**config.mk**
```make
export PLATFORM = sky130hd
export DESIGN_NAME = hdlc_deframer
export DESIGN_NICKNAME = d
export VERILOG_FILES = /design/src/rtl/hdlc_rx_pkg.sv /design/src/rtl/hdlc_bit_delineator.sv /design/src/rtl/hdlc_octet_packer.sv /design/src/rtl/hdlc_frame_tracker.sv /design/src/rtl/hdlc_deframer.sv
export SDC_FILE = /design/constraint.sdc
export NUM_CORES = 1
export LEC_CHECK = 0
export CAP_MARGIN = 20
export CORE_AREA = 2 2 98 100
export CTS_BUF_LIST = sky130_fd_sc_hd__clkbuf_8
export CTS_CLUSTER_DIAMETER = 200
export DETAILED_ROUTE_END_ITERATION = 10
export DIE_AREA = 0 0 100 102
export DONT_BUFFER_PORTS = 1
export HOLD_SLACK_MARGIN = 0.1
export PLACE_DENSITY = 0.63
export SYNTH_ARGS = -nofsm -noshare
export SYNTH_HDL_FRONTEND = slang
export SYNTH_SLANG_ARGS = --single-unit
```
**constraint.sdc**
```tcl
create_clock -name clk -period 2.34 [get_ports clk]
set_input_delay 0.468 -clock clk [delete_from_list [all_inputs] [get_ports clk]]
set_output_delay 0.468 -clock clk [all_outputs]
set_load 0.05 [all_outputs]
```
**src/rtl/hdlc_rx_pkg.sv**
```systemverilog
package hdlc_rx_pkg;

    localparam int          OCTET_W       = 8;
    localparam int          CRC_W         = 16;
    localparam int          STUFF_RUN     = 5;
    localparam int          FLAG_RUN      = 6;
    localparam int          MIN_OCTETS    = 4;
    localparam int          HOLD_DEPTH    = MIN_OCTETS - 1;
    localparam int          CNT_W         = $clog2(MIN_OCTETS + 1);
    localparam logic [CRC_W-1:0] CRC_PRESET  = 16'hFFFF;
    localparam logic [CRC_W-1:0] CRC_POLY_RV = 16'h8408;
    localparam logic [CRC_W-1:0] CRC_GOOD    = 16'hF0B8;

    typedef enum logic [1:0] {
        FS_NONE    = 2'd0,
        FS_GOOD    = 2'd1,
        FS_FCS_ERR = 2'd2,
        FS_ABORT   = 2'd3
    } frame_status_e;

    // Advance the bit-reversed CRC-16 by one octet, bit 0 first.
    function automatic logic [CRC_W-1:0] crc16_octet(input logic [CRC_W-1:0] c,
                                                     input logic [OCTET_W-1:0] d);
        logic [CRC_W-1:0] r;
        r = c;
        for (int i = 0; i < OCTET_W; i++) begin
            if (r[0] ^ d[i]) r = (r >> 1) ^ CRC_POLY_RV;
            else             r = r >> 1;
        end
        return r;
    endfunction

endpackage

```
**src/rtl/hdlc_bit_delineator.sv**
```systemverilog
// Bit-level delineation. It counts runs of ones to spot flags, aborts and
// stuffed zeros. Data bits leave through an eight-bit window, so a flag's
// own bits can be cancelled before they ever reach the octet packer.
// Assumes one line bit per bit_valid cycle. In hunt mode no data leaves.
module hdlc_bit_delineator
    import hdlc_rx_pkg::*;
(
    input  logic clk,
    input  logic rst_n,
    input  logic enable,
    input  logic bit_in,
    input  logic bit_valid,
    output logic data_bit,
    output logic data_ok,
    output logic flag_hit,
    output logic abort_hit
);
    localparam int RUN_W = 3;

    logic [RUN_W-1:0]   ones_q;
    logic [OCTET_W-1:0] win_q;
    logic [OCTET_W-1:0] vld_q;
    logic               in_frame_q;
    logic               strobe;
    logic               stuffed;

    // Decode events from the current bit and the length of the run of ones.
    always_comb begin
        strobe    = bit_valid && enable;
        flag_hit  = strobe && !bit_in && (ones_q == RUN_W'(FLAG_RUN));
        abort_hit = strobe && bit_in && in_frame_q && (ones_q == RUN_W'(FLAG_RUN));
        stuffed   = !bit_in && (ones_q == RUN_W'(STUFF_RUN));
        data_bit  = win_q[OCTET_W-1];
        data_ok   = strobe && in_frame_q && vld_q[OCTET_W-1];
    end

    // Update the run counter, the delay window and the hunt/frame state.
    always_ff @(posedge clk) begin
        if (!rst_n || !enable) begin
            ones_q     <= '0;
            win_q      <= '0;
            vld_q      <= '0;
            in_frame_q <= 1'b0;
        end else if (bit_valid) begin
            if (!bit_in)                     ones_q <= '0;
            else if (ones_q != {RUN_W{1'b1}}) ones_q <= ones_q + 1'b1;
            win_q <= {win_q[OCTET_W-2:0], bit_in};
            if (flag_hit || abort_hit) vld_q <= '0;
            else                       vld_q <= {vld_q[OCTET_W-2:0], !stuffed};
            if (flag_hit)       in_frame_q <= 1'b1;
            else if (abort_hit) in_frame_q <= 1'b0;
        end
    end

    assert_stuff_dropped_R3: assert property (@(posedge clk) disable iff (!rst_n)
        (bit_valid && enable && !bit_in && ones_q == RUN_W'(STUFF_RUN)) |=> !vld_q[0]);

    assert_abort_hunts_R8: assert property (@(posedge clk) disable iff (!rst_n)
        abort_hit |=> !in_frame_q);

endmodule

```
**src/rtl/hdlc_octet_packer.sv**
```systemverilog
// Packs destuffed data bits into octets, first bit into bit 0. It registers
// each finished octet and the flag/abort events in the same stage. On a
// flag it records whether the frame ended on an octet boundary.
module hdlc_octet_packer
    import hdlc_rx_pkg::*;
(
    input  logic               clk,
    input  logic               rst_n,
    input  logic               enable,
    input  logic               data_bit,
    input  logic               data_ok,
    input  logic               flag_hit,
    input  logic               abort_hit,
    output logic [OCTET_W-1:0] oct_q,
    output logic               oct_stb_q,
    output logic               flag_ev_q,
    output logic               abort_ev_q,
    output logic               aligned_q
);
    localparam int BIT_CNT_W = $clog2(OCTET_W);

    logic [OCTET_W-1:0]   sh_q, sh_n;
    logic [BIT_CNT_W-1:0] cnt_q, cnt_n;

    // Next shift value and bit count after the current data bit.
    always_comb begin
        sh_n  = sh_q;
        cnt_n = cnt_q;
        if (data_ok) begin
            sh_n  = {data_bit, sh_q[OCTET_W-1:1]};
            cnt_n = cnt_q + 1'b1;
        end
    end

    // Register the finished octet, the events, and the alignment at a flag.
    always_ff @(posedge clk) begin
        if (!rst_n || !enable) begin
            sh_q       <= '0;
            cnt_q      <= '0;
            oct_q      <= '0;
            oct_stb_q  <= 1'b0;
            flag_ev_q  <= 1'b0;
            abort_ev_q <= 1'b0;
            aligned_q  <= 1'b0;
        end else begin
            sh_q       <= sh_n;
            oct_stb_q  <= data_ok && (cnt_q == {BIT_CNT_W{1'b1}});
            if (data_ok && (cnt_q == {BIT_CNT_W{1'b1}})) oct_q <= sh_n;
            flag_ev_q  <= flag_hit;
            abort_ev_q <= abort_hit;
            aligned_q  <= (cnt_n == '0);
            cnt_q      <= (flag_hit || abort_hit) ? '0 : cnt_n;
        end
    end

    assert_flag_restarts_R10: assert property (@(posedge clk) disable iff (!rst_n)
        flag_ev_q |-> (cnt_q == '0));

endmodule

```
**src/rtl/hdlc_frame_tracker.sv**
```systemverilog
// Frame-level tracking: CRC, octet count and a three-octet hold line that
// keeps the check octets back from the output. Flag and abort events are
// delayed one cycle here, so a frame close never meets an octet delivery
// in the same cycle. Assumes at most one octet per eight bit strobes.
module hdlc_frame_tracker
    import hdlc_rx_pkg::*;
(
    input  logic               clk,
    input  logic               rst_n,
    input  logic               enable,
    input  logic [OCTET_W-1:0] oct,
    input  logic               oct_stb,
    input  logic               flag_ev,
    input  logic               abort_ev,
    input  logic               aligned,
    output logic [OCTET_W-1:0] byte_out,
    output logic               byte_valid,
    output logic               frame_start,
    output logic               frame_end,
    output frame_status_e      frame_status,
    output logic               flag_seen,
    output logic               abort_seen
);
    logic [OCTET_W-1:0] hold_q [HOLD_DEPTH];
    logic [CNT_W-1:0]   cnt_q;
    logic [CRC_W-1:0]   crc_q;
    logic               flag_pend_q;
    logic               abort_pend_q;
    logic               aligned_pend_q;
    logic               full;

    // A frame counts as started once it has reached the minimum length.
    always_comb full = (cnt_q == CNT_W'(MIN_OCTETS));

    // Deliver held octets, check the CRC at close and report each event.
    always_ff @(posedge clk) begin
        if (!rst_n || !enable) begin
            for (int i = 0; i < HOLD_DEPTH; i++) hold_q[i] <= '0;
            cnt_q          <= '0;
            crc_q          <= CRC_PRESET;
            flag_pend_q    <= 1'b0;
            abort_pend_q   <= 1'b0;
            aligned_pend_q <= 1'b0;
            byte_out       <= '0;
            byte_valid     <= 1'b0;
            frame_start    <= 1'b0;
            frame_end      <= 1'b0;
            frame_status   <= FS_NONE;
            flag_seen      <= 1'b0;
            abort_seen     <= 1'b0;
        end else begin
            byte_valid     <= 1'b0;
            frame_start    <= 1'b0;
            frame_end      <= 1'b0;
            frame_status   <= FS_NONE;
            flag_seen      <= 1'b0;
            abort_seen     <= 1'b0;
            flag_pend_q    <= flag_ev;
            abort_pend_q   <= abort_ev;
            aligned_pend_q <= aligned;
            if (oct_stb) begin
                crc_q <= crc16_octet(crc_q, oct);
                for (int i = HOLD_DEPTH - 1; i > 0; i--) hold_q[i] <= hold_q[i-1];
                hold_q[0] <= oct;
                if (!full) cnt_q <= cnt_q + 1'b1;
                if (cnt_q >= CNT_W'(HOLD_DEPTH)) begin
                    byte_out    <= hold_q[HOLD_DEPTH-1];
                    byte_valid  <= 1'b1;
                    frame_start <= (cnt_q == CNT_W'(HOLD_DEPTH));
                end
            end
            if (flag_pend_q) begin
                flag_seen <= 1'b1;
                if (full) begin
                    byte_out     <= hold_q[HOLD_DEPTH-1];
                    byte_valid   <= 1'b1;
                    frame_end    <= 1'b1;
                    frame_status <= (crc_q == CRC_GOOD && aligned_pend_q) ? FS_GOOD : FS_FCS_ERR;
                end
                cnt_q <= '0;
                crc_q <= CRC_PRESET;
            end
            if (abort_pend_q) begin
                abort_seen <= 1'b1;
                if (full) begin
                    frame_end    <= 1'b1;
                    frame_status <= FS_ABORT;
                end
                cnt_q <= '0;
                crc_q <= CRC_PRESET;
            end
        end
    end

    assert_start_has_byte_R4: assert property (@(posedge clk) disable iff (!rst_n)
        frame_start |-> byte_valid);

    assert_close_has_byte_R5: assert property (@(posedge clk) disable iff (!rst_n)
        (frame_end && frame_status != FS_ABORT) |-> byte_valid);

    assert_abort_no_byte_R8: assert property (@(posedge clk) disable iff (!rst_n)
        (frame_end && frame_status == FS_ABORT) |-> !byte_valid);

    assert_gap_after_end_R10: assert property (@(posedge clk) disable iff (!rst_n)
        frame_end |=> !byte_valid);

    assert_status_idle_R12: assert property (@(posedge clk) disable iff (!rst_n)
        !frame_end |-> (frame_status == FS_NONE));

    assert_disable_quiet_R1: assert property (@(posedge clk) disable iff (!rst_n)
        !enable |=> (!byte_valid && !frame_end && !flag_seen && !abort_seen));

endmodule

```
**src/rtl/hdlc_deframer.sv**
```systemverilog
// Top level of the HDLC receive deframer. It chains bit delineation,
// octet packing and frame tracking. All outputs are registered, and all
// state clears while enable is low.
module hdlc_deframer
    import hdlc_rx_pkg::*;
(
    input  logic       clk,
    input  logic       rst_n,
    input  logic       enable,
    input  logic       bit_in,
    input  logic       bit_valid,
    output logic [7:0] byte_out,
    output logic       byte_valid,
    output logic       frame_start,
    output logic       frame_end,
    output logic [1:0] frame_status,
    output logic       flag_seen,
    output logic       abort_seen
);
    logic               data_bit, data_ok, flag_hit, abort_hit;
    logic [OCTET_W-1:0] oct;
    logic               oct_stb, flag_ev, abort_ev, aligned;
    frame_status_e      status;

    hdlc_bit_delineator u_delin (
        .clk       (clk),
        .rst_n     (rst_n),
        .enable    (enable),
        .bit_in    (bit_in),
        .bit_valid (bit_valid),
        .data_bit  (data_bit),
        .data_ok   (data_ok),
        .flag_hit  (flag_hit),
        .abort_hit (abort_hit)
    );

    hdlc_octet_packer u_pack (
        .clk        (clk),
        .rst_n      (rst_n),
        .enable     (enable),
        .data_bit   (data_bit),
        .data_ok    (data_ok),
        .flag_hit   (flag_hit),
        .abort_hit  (abort_hit),
        .oct_q      (oct),
        .oct_stb_q  (oct_stb),
        .flag_ev_q  (flag_ev),
        .abort_ev_q (abort_ev),
        .aligned_q  (aligned)
    );

    hdlc_frame_tracker u_track (
        .clk          (clk),
        .rst_n        (rst_n),
        .enable       (enable),
        .oct          (oct),
        .oct_stb      (oct_stb),
        .flag_ev      (flag_ev),
        .abort_ev     (abort_ev),
        .aligned      (aligned),
        .byte_out     (byte_out),
        .byte_valid   (byte_valid),
        .frame_start  (frame_start),
        .frame_end    (frame_end),
        .frame_status (status),
        .flag_seen    (flag_seen),
        .abort_seen   (abort_seen)
    );

    // Present the status enum as a plain vector at the port.
    always_comb frame_status = status;

endmodule

```
### Word level (Yosys, flattened, before mapping)

Memories as Yosys holds them, arrays and structs flattened.
Cells that the tools add are included.

* $add $sub $neg: 3
* $lt $le $gt $ge: 1
* equal/unequal tests: 8
* muxes and demuxes: 56
* bitwise logic cells: 22
* reductions and logical operators: 25

Operator list (count)
* $mux 16: 22
* $mux 8: 9
* $not 2->3: 8
* $mux 1: 17
* $eq 16x16->1 const B: 1
* $eq 3x3->1 const B: 4
* $logic_and 1x1->1: 11
* $mux 2: 5
* $add 3x1->3 const B: 3
* $mux 3: 3
* $xor 1x1->1: 8
* $reduce_and 2->1: 3
* $reduce_or 3->1: 2
* $logic_not 1->1: 4
* $eq 3x2->1 const B: 1
* $ge 3x2->1 const B: 1
* $logic_not 3->1: 1
* $ne 3x3->1 const B: 1
* $not 1->1: 3
* $or 1x1->1: 3
* $logic_or 1x1->1: 2
* $ne 2x1->1 const B: 1
* $reduce_bool 2->1: 1
* $reduce_or 2->1: 1

* flip-flop bits (word level): 80
* memory bits (writable): 24
* input port bits: 5
* output and inout bits: 15
* logic and storage cells: 139
* memories kept: 1

Memory list
* u_track.hold_q: depth 3, bits a word 8, rd ports 3, clocked after memory_dff 0, write ports 3, line hdlc_frame_tracker.sv:24 `logic [OCTET_W-1:0] hold_q [HOLD_DEPTH];`

### Longest topological paths before layout

Gate-level depths: netlist of run 1.

* depth after elaboration: 30
* depth in mapped cells: 6
* gate-level depth less buffers: 6

### Modules after synthesis

A second synthesis of run 1 with hierarchy kept.

* cells, all modules: 388
* area, all modules: 4274.1 µm²

Modules (own cells, without submodules)
* hdlc_frame_tracker: instances 1, cells an instance 219, area an instance 2481.1 µm², seq. area each 1461.4 µm²
* hdlc_octet_packer: instances 1, cells an instance 83, area an instance 900.9 µm², seq. area each 440.4 µm²
* hdlc_bit_delineator: instances 1, cells an instance 86, area an instance 892.1 µm², seq. area each 400.4 µm²

### Worst setup path after synthesis of run 1

OpenSTA, ideal clock, no wires.

* kind: input to register
* start point: input port rst_n
* end point: memory u_track.hold_q[0][0] (enable)
* library setup time: 0.381 ns
* data arrival time: 1.471 ns
* required time: 1.959 ns
* setup slack: 0.488 ns
* stages on the path: 4
* buffers on the path: 2
* cells stage by stage: and2_1 buf_2 clkbuf_1 nand2_1

RTL lines
* from (decl): line hdlc_deframer.sv:8 `input logic rst_n,`
* to (decl): line hdlc_frame_tracker.sv:24

### Final worst setup path of run 1

* start point: register u_track.cnt_q[0]
* end point: register u_track.byte_out[4]

* word-level cells in the longest chain between the ends: 5
* elaborated cells between the ends (all ways): 6
* classes of those cells: order compare (1); eq/ne (1); mux (4)

Ends and longest elaborated chain
* from (decl): line hdlc_frame_tracker.sv:25 `logic [CNT_W-1:0] cnt_q;`
* from (signal assigned): line hdlc_frame_tracker.sv:65 `if (!full) cnt_q <= cnt_q + 1'b1;`
* $ge 3x2->1: line hdlc_frame_tracker.sv:66 `if (cnt_q >= CNT_W'(HOLD_DEPTH)) begin`
* $mux 8: line hdlc_frame_tracker.sv:66
* $mux 8: line hdlc_frame_tracker.sv:61 `if (oct_stb) begin`
* $mux 8: line hdlc_frame_tracker.sv:74 `if (full) begin`
* $mux 8 *: line hdlc_frame_tracker.sv:72 `if (flag_pend_q) begin`
* to (signal assigned): line hdlc_frame_tracker.sv:67 `byte_out <= hold_q[HOLD_DEPTH-1];`
* to (signal assigned): line hdlc_frame_tracker.sv:75 `byte_out <= hold_q[HOLD_DEPTH-1];`
* to (decl): line hdlc_frame_tracker.sv:16 `output logic [OCTET_W-1:0] byte_out,`

Mark *: on every way between the ends. The rest lies on a longest branch, timed or not.
A chain may end at the register's enable or synchronous reset.

==> results.sh, run 1 <==
export IMPL_outcome="completed"
export IMPL_holdPathStages=1
export IMPL_synth_cell_types=35
export IMPL_dpl_hpwl_um=4875
export IMPL_yosys_area_top_type_share_pct=39.04
export IMPL_p_leak_nw=1.682
export IMPL_wl_per_cell_um=13.71
export IMPL_postRouteWirelength_um=6924
export IMPL_slew_violations=0
export IMPL_syn_num_nets=405
export IMPL_seq_area_frac_synth_pct=56.83
export IMPL_row_count=35
export IMPL_numCtsBuffers=9
export IMPL_hold_path_startpoint="bit_in"
export IMPL_final_cell_area_um2=4367
export IMPL_die_w_um=100
export IMPL_syn_area_um2=4051
export IMPL_die_h_um=102
export IMPL_rsz0062_at_grt="no"
export IMPL_cts_resized=0
export IMPL_port_buffers=0
export IMPL_finalSetupTns_ns=0
export IMPL_core_um2=9109
export IMPL_syn2layout_area_growth_pct=7.783
export IMPL_postRouteAntennaNets=0
export IMPL_grt_first_pass_wirelength_um=11670
export IMPL_min_period_ns=1.639
export IMPL_ys_seq_elements=103
export IMPL_setup_viol=0
export IMPL_synthTopCellsByArea="dfxtp_1, edfxtp_1, and3_1"
export IMPL_ys_warn_count=0
export IMPL_crit_path_max_fanout=8
export IMPL_post_cts_setup_buffer_count=0
export IMPL_drtIter0Drc=111
export IMPL_vdd_drop_max_uv=264.9
export IMPL_max_cap_violations=0
export IMPL_yosys_area_top_type="dfxtp_1"
export IMPL_pin_count=20
export IMPL_arrival_ns=1.89
export IMPL_h_tree_depth=3
export IMPL_reg2regPathDepth=6
export IMPL_overflow=0
export IMPL_synth_edf_count=24
export IMPL_final_net_count=403
export IMPL_viasPerCell=5.192
export IMPL_cts_tree="done"
export IMPL_firstDrtPassIters=4
export IMPL_drive_gt1_share_pct=8.629
export IMPL_slew_headroom_pct=58.05
export IMPL_synthFlopType="dfxtp_1"
export IMPL_cp_required_ns=2.59
export IMPL_clk_path_buf_depth=2
export IMPL_die_area_um2=10200
export IMPL_yosysMostFrequentCell="dfxtp_1"
export IMPL_dpl_cell_area_um2=4164
export IMPL_period_share_pct=70.06
export IMPL_async_flop_share_pct=0
export IMPL_worst_setup_path_end_kind="flip-flop"
export IMPL_antenna_found_initial=0
export IMPL_final_util_pct=47.94
export IMPL_cts_root_buffer="clkbuf_8"
export IMPL_clkTransAtPathRegs_ns=0.10
export IMPL_hp_class="in2reg"
export IMPL_avgSynthCellArea_um2=10.36
export IMPL_grt_max_degree=29
export IMPL_clk_latency_ns=0.36
export IMPL_r2r_slack_ns=0.70
export IMPL_grt_pass1_vias=2518
export IMPL_clock_fmax_mhz=610.0
export IMPL_crit_type="reg2reg"
export IMPL_clock_sink_count=103
export IMPL_start_util_pct=44.48
export IMPL_p_per_area_nw_per_um2=694.7
export IMPL_via_count=2622
export IMPL_grt_usage_pct=14.61
export IMPL_fillers=841
export IMPL_synth_cells=391
export IMPL_tightestPinTransition_ns=0.6258
export IMPL_yosys_top_cells_count="dfxtp_1, nand2_1, nor2_1"
export IMPL_gp_congestion=0.7415
export IMPL_r2r_start="u_track.cnt_q[0]$_SDFFE_PP0P_"
export IMPL_cts_hold_buf=0
export IMPL_antennaDiodeCount=0
export IMPL_cp_startpoint="u_track.cnt_q[0]$_SDFFE_PP0P_"
export IMPL_finalClockSkew_ns=0.008175
export IMPL_dpl_cell_count=489
export IMPL_drc=0
export IMPL_cp_start_kind="flip-flop"
export IMPL_fin_cells=505
export IMPL_p_total_w=0.003033
export IMPL_hold_viol_final=0
## per-layer routing
layer  track usage, %  wire length, um  vias to the layer above  share of wire [%]
met5                0                0                        -                  0
met4            6.639              139                        0                2.0
met3            3.420              182                       10                2.6
met2            24.32             3278                       30                 47
met1            18.20             3324                     1226                 48
li1                 -                -                     1356                  -
## where the power goes
| part | internal (W) | switching (W) | total, W | leakage, nW |
|---|---|---|---|---|
| Sequential | 0.00184 | 0.00000716 | 0.00185 | 0.899 |
| Clock | 0.000531 | 0.000601 | 0.00113 | 0.108 |
| Combinational | 0.0000147 | 0.0000406 | 0.0000553 | 0.675 |
| Total | 0.00239 | 0.000648 | 0.00303 | 1.68 |
## final timing paths
| kind | to |
|---|---|
| hold / removal | u_pack.flag_ev_q$_SDFF_PP0_ |
| setup reg to reg | u_track.byte_out[4]$_SDFF_PP0_ |
| hold reg to reg | u_pack.sh_q[6]$_SDFF_PP0_ |
| setup / recovery | u_track.byte_out[4]$_SDFF_PP0_ |
## flip-flops by register name (all words and copies together) (netlist names), 2 cells and up
name and cells:
u_track.hold_q 24, u_track.crc_q 16, u_delin.vld_q 8, u_delin.win_q 8
u_pack.oct_q 8, u_track.byte_out 8, u_pack.sh_q 7, u_delin.ones_q 3
u_pack.cnt_q 3, u_track.cnt_q 3, u_track.frame_status 2
## cells by family after synthesis
logic type / after synthesis / share of synthesized area [%]
and+or+nand+nor: 148 / 17.73
AOI/OAI and AO/OA: 62 / 9.080
DFF: 103 / 56.83
muxes: 15 / 3.706
buffers and inverters: 28 / 2.780
xor gates and xnor gates: 26 / 7.103
adders and majority gates: 9 / 2.780
## placed cells by master, fill, tap and decap left out, types with 3 or more instances in the layout
cell type / n
dfxtp_1: 79
nand2_1: 40
nor2_1: 40
and3_1: 29
a21oi_1: 28
edfxtp_1: 24
o21ai_0: 15
mux2i_1: 15
xnor2_1: 12
nand3_1: 12
nor3_1: 10
clkbuf_8: 10
ha_1: 9
xnor2_2: 8
a22o_1: 8
buf_4: 8
inv_1: 7
xor2_1: 6
a31oi_1: 4
nand4_1: 3
## critical path: stages (launching register included)
cell	delay, ns
dfxtp_1	0.34
ha_1	0.20
ha_1	0.19
a211oi_1	0.42
nor2_4	0.15
mux2i_1	0.18
nor2_1	0.05
## per-stage QoR
| stage | worst slack [ns] | hold WS (ns) |
|---|---|---|
| 2_1_floorplan | 0.4882 | 0.4369 |
| 3_3_place_gp | 0.5622 | 0.4493 |
| 3_5_place_dp | 0.4905 | 0.4591 |
| 4_1_cts | 0.6595 | 0.1505 |
| 5_1_grt | 0.5326 | 0.1475 |
| 6_report | 0.7007 | 0.1665 |
## cell type report
cell class / count / area [um2] / share of cell area (%)
multi-input combinational: 260 / 1637 / 37.48
inverter: 7 / 26.28 / 0.6017
clock inverter: 6 / 65.06 / 1.490
timing repair buffer: 8 / 60.06 / 1.375
sequential: 103 / 2302 / 52.72
tap: 111 / 138.9 / 3.181
clock buffer: 10 / 137.6 / 3.152
No activity file was read; power rests on OpenSTA's default activity.
==> run 2: changes to the inputs <==
==> constraint.sdc (replaced) <==
create_clock -name clk -period 1.7 [get_ports clk]
set_input_delay 0.34 -clock clk [delete_from_list [all_inputs] [get_ports clk]]
set_output_delay 0.34 -clock clk [all_outputs]
set_load 0.05 [all_outputs]
==> run 2 against run 1 <==
Flip-flop and latch count unchanged; first-iteration DRC count is 14% higher; sequential power is 37% higher; core utilization rose by 0.51 points; final cell count grew 0.40%; fmax rose by 6.6%.
==> results.sh, run 2 (synthesis gave the netlist of run 1 again) <==
export IMPL_outcome="completed"
export IMPL_drc=0
export IMPL_layout_common_cells="dfxtp_1, nor2_1, nand2_1"
export IMPL_p_clk_share_pct=38.8
export IMPL_clkTransAtPathRegs_ns=0.09
export IMPL_grt_first_pass_wirelength_um=12360
export IMPL_firstDrtPassIters=4
export IMPL_numCtsBuffers=9
export IMPL_tightestPinTransition_ns=0.5608
export IMPL_pin_count=20
export IMPL_cp_required_ns=1.95
export IMPL_dpl_hpwl_um=4698
export IMPL_postRouteWirelength_um=6974
export IMPL_cts_tree="done"
export IMPL_viasPerCell=5.189
export IMPL_finalSetupTns_ns=0
export IMPL_crit_chain="ha_1 > ha_1 > a211oi_2 > nor2_4 > mux2i_1 > nor2_1"
export IMPL_antenna_found_initial=0
export IMPL_grt_pass1_vias=2576
export IMPL_h_tree_depth=3
export IMPL_die_h_um=102
export IMPL_final_net_count=405
export IMPL_worst_setup_path_end_kind="flip-flop"
export IMPL_antennaDiodeCount=0
export IMPL_die_w_um=100
export IMPL_setup_viol=0
export IMPL_switchingPower_w=0.0008616
export IMPL_layout_commonest_cell="dfxtp_1"
export IMPL_p_leak_nw=1.702
export IMPL_overflow=0
export IMPL_multi_input_area_um2=1644
export IMPL_vdd_drop_max_uv=312.4
export IMPL_largest_reg_flops=24
export IMPL_core_um2=9109
export IMPL_clk_path_buf_depth=2
export IMPL_grt_max_degree=39
export IMPL_slowest_stage="dfxtp_1"
export IMPL_pre_cts_ws_ns=0.04845
export IMPL_pwr_share_comb_pct=1.9
export IMPL_cts_root_buffer="clkbuf_8"
export IMPL_clock_fmax_mhz=650.4
export IMPL_p_per_area_nw_per_um2=970.4
export IMPL_postRouteAntennaNets=0
export IMPL_clock_sink_count=103
export IMPL_port_buffers=0
export IMPL_path_common_cell="ha_1"
export IMPL_wl_per_cell_um=13.76
export IMPL_syn2layout_area_growth_pct=8.925
export IMPL_regMostFlops="u_track.hold_q"
export IMPL_die_area_um2=10200
export IMPL_clk_latency_ns=0.35
export IMPL_ff_latch_area_um2=2302
export IMPL_drtIter0Drc=126
export IMPL_p_int_w=0.003421
export IMPL_slowest_delay_ns=0.35
export IMPL_top_regs="u_track.hold_q x24, u_track.crc_q x16"
export IMPL_gp_congestion=0.8179
export IMPL_fin_ws_ns=0.1626
export IMPL_rsz0062_at_grt="no"
export IMPL_grt_usage_pct=15.27
export IMPL_max_cap_violations=0
export IMPL_period_share_pct=90.44
export IMPL_arrival_ns=1.79
export IMPL_start_util_pct=44.48
export IMPL_slew_headroom_pct=62.48
export IMPL_row_count=35
export IMPL_crit_path_max_fanout=8
export IMPL_crit_type="reg2reg"
export IMPL_finalClockSkew_ns=0.007760
export IMPL_cp_start_kind="flip-flop"
export IMPL_drive_gt1_share_pct=8.838
export IMPL_min_period_ns=1.537
export IMPL_hp_class="in2reg"
export IMPL_slew_violations=0
export IMPL_hold_viol_final=0
export IMPL_sw_frac_of_total_pct=20.12
export IMPL_via_count=2631
export IMPL_fillers=827
export IMPL_power_share_sequential_pct=59.3
[run 2: worst paths after layout]
kind | startpoint | to | slack, ns | cells after the start
min reg2reg | u_pack.sh_q[5]$_SDFF_PP0_ | u_pack.sh_q[4]$_SDFF_PP0_ | 0.47 | 2
min | enable | u_track.aligned_pend_q$_SDFF_PP0_ | 0.13 | 1
max reg2reg | u_track.cnt_q[0]$_SDFFE_PP0P_ | u_track.byte_out[5]$_SDFF_PP0_ | 0.16 | 6
max | u_track.cnt_q[0]$_SDFFE_PP0P_ | u_track.byte_out[5]$_SDFF_PP0_ | 0.16 | 6
[run 2: worst max-delay path: cells and delay by family, from the launching register on]
family / cells / cell delay (ns)
fa+ha+maj: 2 / 0.42
flops: 1 / 0.35
compound gates: 1 / 0.31
simple gates: 2 / 0.19
mux: 1 / 0.17
[run 2: metrics by stage]
stage                     hold slack, ns  cell area, um2  instances  power (W)  utilization, %
after floorplan                   0.4158            4054        391   0.002658               -
final                             0.1274            4413        507   0.004282           48.45
after global routing              0.1086            4413        507   0.004437           48.45
after global placement            0.4191            4167        489   0.002673           45.74
after detailed placement          0.4200            4167        489   0.002677           45.74
after CTS                         0.1137            4408        507   0.004326           48.39
[run 2: layout make-up]
type	count	share of cell area, %
sequential	103	52.17
multi-input combinational	260	37.26
tap	111	3.147
clock buffer	10	3.119
clock inverter	6	1.900
timing repair buffer	10	1.815
inverter	7	0.5954
[run 2: per-layer routing]
metal | vias up | global-route usage [%] | share of wire [%]
li1 | 1359 | - | -
met1 | 1236 | 20.28 | 49
met5 | - | 0 | 0
met2 | 34 | 24.38 | 48
met3 | 2 | 2.941 | 2.9
met4 | 0 | 6.955 | 0.70
[run 2: what timing repair did]
item	CTS	global route
gates resized for setup	0	1
endpoints found under the hold margin	3	0
hold buffers	2	0
setup buffers	0	0
setup endpoints to repair	0	8
[run 2: power groups by stage]
stage | Sequential [W] | Combinational [W] | Clock (W)
floorplan | 0.00259 | 0.0000632 | 0
global placement | 0.00260 | 0.0000768 | 0
detailed placement | 0.00260 | 0.0000785 | 0
CTS | 0.00254 | 0.0000827 | 0.00170
global route | 0.00255 | 0.0000919 | 0.00180
finish | 0.00254 | 0.0000815 | 0.00166
==> run 3: changes to the inputs <==
--- a/config.mk
+++ b/config.mk
@@ -13,7 +13,7 @@
 export DIE_AREA = 0 0 100 102
 export DONT_BUFFER_PORTS = 1
 export HOLD_SLACK_MARGIN = 0.1
-export PLACE_DENSITY = 0.63
+export PLACE_DENSITY = 0.67
 export SYNTH_ARGS = -nofsm -noshare
 export SYNTH_HDL_FRONTEND = slang
 export SYNTH_SLANG_ARGS = --single-unit
==> run 3 against run 2 <==
Final cell count rose by 0.99%; fmax shrank 0.43%; clock-buffer cell count is 1 lower; flip-flop and latch count is the same; global-route usage is 0.48 points lower; combinational power grew 13%; routed wire length grew 0.96%; clock power down 16%; first-iteration DRC count increased by 49%; register-to-register slack barely moved; critical endpoint is now u_track.byte_out[2]$_SDFF_PP0_; highest routed layer unchanged.
==> results.sh, run 3 (synthesis gave the netlist of run 1 again) <==
export IMPL_drc=0
export IMPL_final_net_count=410
export IMPL_reg2regPathDepth=6
export IMPL_whs_endpoint="u_pack.flag_ev_q$_SDFF_PP0_"
export IMPL_grt_first_pass_wirelength_um=11800
export IMPL_min_period_ns=1.544
export IMPL_firstDrtPassIters=4
export IMPL_hold_path_startpoint="rst_n"
export IMPL_port_buffers=0
export IMPL_h_tree_depth=3
export IMPL_postRouteAntennaNets=0
export IMPL_finalClockSkew_ns=0.01175
export IMPL_vdd_drop_max_uv=434.6
export IMPL_path_common_cell="ha_1"
export IMPL_pin_count=20
export IMPL_holdPathStages=1
export IMPL_via_count=2670
export IMPL_core_um2=9109
export IMPL_postRouteWirelength_um=7041
export IMPL_cts_root_buffer="clkbuf_8"
export IMPL_largest_reg_flops=24
export IMPL_antenna_found_initial=0
export IMPL_grt_usage_pct=14.79
export IMPL_grt_max_degree=39
export IMPL_setup_viol=0
export IMPL_clock_sink_count=103
export IMPL_crit_type="reg2reg"
export IMPL_cp_required_ns=1.96
export IMPL_crit_chain="ha_1 > ha_1 > a211oi_2 > nor2_4 > mux2i_1 > nor2_1"
export IMPL_tightestPinTransition_ns=0.5235
export IMPL_clk_latency_ns=0.36
export IMPL_die_area_um2=10200
export IMPL_wl_per_cell_um=13.75
export IMPL_p_per_area_nw_per_um2=909.5
export IMPL_critical_path_buf_inv_count=0
export IMPL_viasPerCell=5.215
export IMPL_slew_headroom_pct=65.05
export IMPL_hold_viol_final=0
export IMPL_p_leak_nw=1.708
export IMPL_r2r_end="u_track.byte_out[2]$_SDFF_PP0_"
export IMPL_drive_gt1_share_pct=9.227
export IMPL_start_util_pct=44.48
export IMPL_gp_congestion=0.8058
export IMPL_die_h_um=102
export IMPL_finalSetupTns_ns=0
export IMPL_row_count=35
export IMPL_slowest_delay_ns=0.36
export IMPL_path_delay_family="adder cells"
export IMPL_clk_path_buf_depth=2
export IMPL_max_cap_violations=0
export IMPL_rsz0062_at_grt="no"
export IMPL_period_share_pct=90.83
export IMPL_numCtsBuffers=9
export IMPL_outcome="completed"
export IMPL_arrival_ns=1.80
export IMPL_worst_setup_path_end_kind="flip-flop"
export IMPL_clock_fmax_mhz=647.6
export IMPL_regMostFlops="u_track.hold_q"
export IMPL_r2r_start="u_track.cnt_q[1]$_SDFFE_PP0P_"
export IMPL_clkTransAtPathRegs_ns=0.10
export IMPL_layout_commonest_cell="dfxtp_1"
export IMPL_layout_common_cells="dfxtp_1, nor2_1, nand2_1"
export IMPL_antennaDiodeCount=0
export IMPL_syn2layout_area_growth_pct=9.327
export IMPL_dpl_hpwl_um=4786
export IMPL_crit_path_max_fanout=8
export IMPL_slew_violations=0
export IMPL_grt_pass1_vias=2434
export IMPL_p_total_w=0.004029
export IMPL_drtIter0Drc=188
export IMPL_slowest_stage="dfxtp_1"
export IMPL_r2r_slack_ns=0.16
export IMPL_overflow=0
export IMPL_die_w_um=100
export IMPL_cts_tree="done"
export IMPL_cp_start_kind="flip-flop"
export IMPL_top_regs="u_track.hold_q x24, u_track.crc_q x16"
export IMPL_hp_class="in2reg"
[run 3: cell types whose count changed in the layout (fill, tap and decap cells not counted), sizes merged]
| cell | delta |
|---|---|
| buf | +2 |
| dlygate4sd3 | +3 |
| clkbuf | -1 |
| bufinv | -2 |
| clkinv | +1 |
| inv | +2 |
[run 3: metrics by stage]
stage / hold WS [ns] / util, % / setup slack (ns) / area, um2 / cells
2_1_floorplan: 0.4158 / - / 0.1634 / 4054 / 391
3_3_place_gp: 0.4196 / 46.04 / 0.1120 / 4194 / 491
3_5_place_dp: 0.4215 / 46.04 / 0.04021 / 4194 / 491
4_1_cts: 0.1006 / 48.35 / 0.02838 / 4404 / 510
5_1_grt: 0.1035 / 48.63 / 0.08087 / 4429 / 512
6_report: 0.1331 / 48.63 / 0.1559 / 4429 / 512
[run 3: worst max path at each step]
stage	from	to	slack [ns]	cells after the start
CTS	u_track.cnt_q[1]$_SDFFE_PP0P_	u_track.byte_out[2]$_SDFF_PP0_	0.03	6
finish	u_track.cnt_q[1]$_SDFFE_PP0P_	u_track.byte_out[2]$_SDFF_PP0_	0.16	6
global route	u_track.cnt_q[1]$_SDFFE_PP0P_	u_track.byte_out[1]$_SDFF_PP0_	0.08	6
detailed placement	u_track.cnt_q[1]$_SDFFE_PP0P_	u_track.byte_out[2]$_SDFF_PP0_	0.04	6
floorplan	u_track.cnt_q[0]$_SDFFE_PP0P_	u_track.byte_out[0]$_SDFF_PP0_	0.16	6
global placement	u_track.cnt_q[0]$_SDFFE_PP0P_	u_track.byte_out[1]$_SDFF_PP0_	0.11	6
[run 3: layout make-up]
type                    count  area, um2
clock buffers               9      123.9
clock inverters             7      56.30
fillers                   821       4679
inverters                   7      26.28
multi-input cells         260       1644
flip-flops and latches    103       2302
well taps                 111      138.9
repair buffers             15      137.6
[run 3: metal layers]
layer  wire (um)  track usage [%]  up-vias  part of all wire [%]
met5           0                0        -                     0
met4          48            6.112        0                  0.68
met3         202            3.967        2                   2.9
met2        3381            23.39       39                    48
met1        3407            19.39     1257                    48
li1            -                -     1372                     -
[run 3: report_power, final]
part	internal (W)	leakage [nW]	switching [W]
clock network	0.000551	0.0960	0.000844
registers	0.00253	0.899	0.00000996
logic	0.0000328	0.713	0.0000592
[run 3: timing repair]
| action | in CTS | in global routing |
|---|---|---|
| endpoints found under the hold margin | 7 | 2 |
| hold buffers | 3 | 2 |
| resized for setup | 0 | 1 |
| setup buffers | 0 | 0 |
| endpoints found under the setup margin | 0 | 6 |
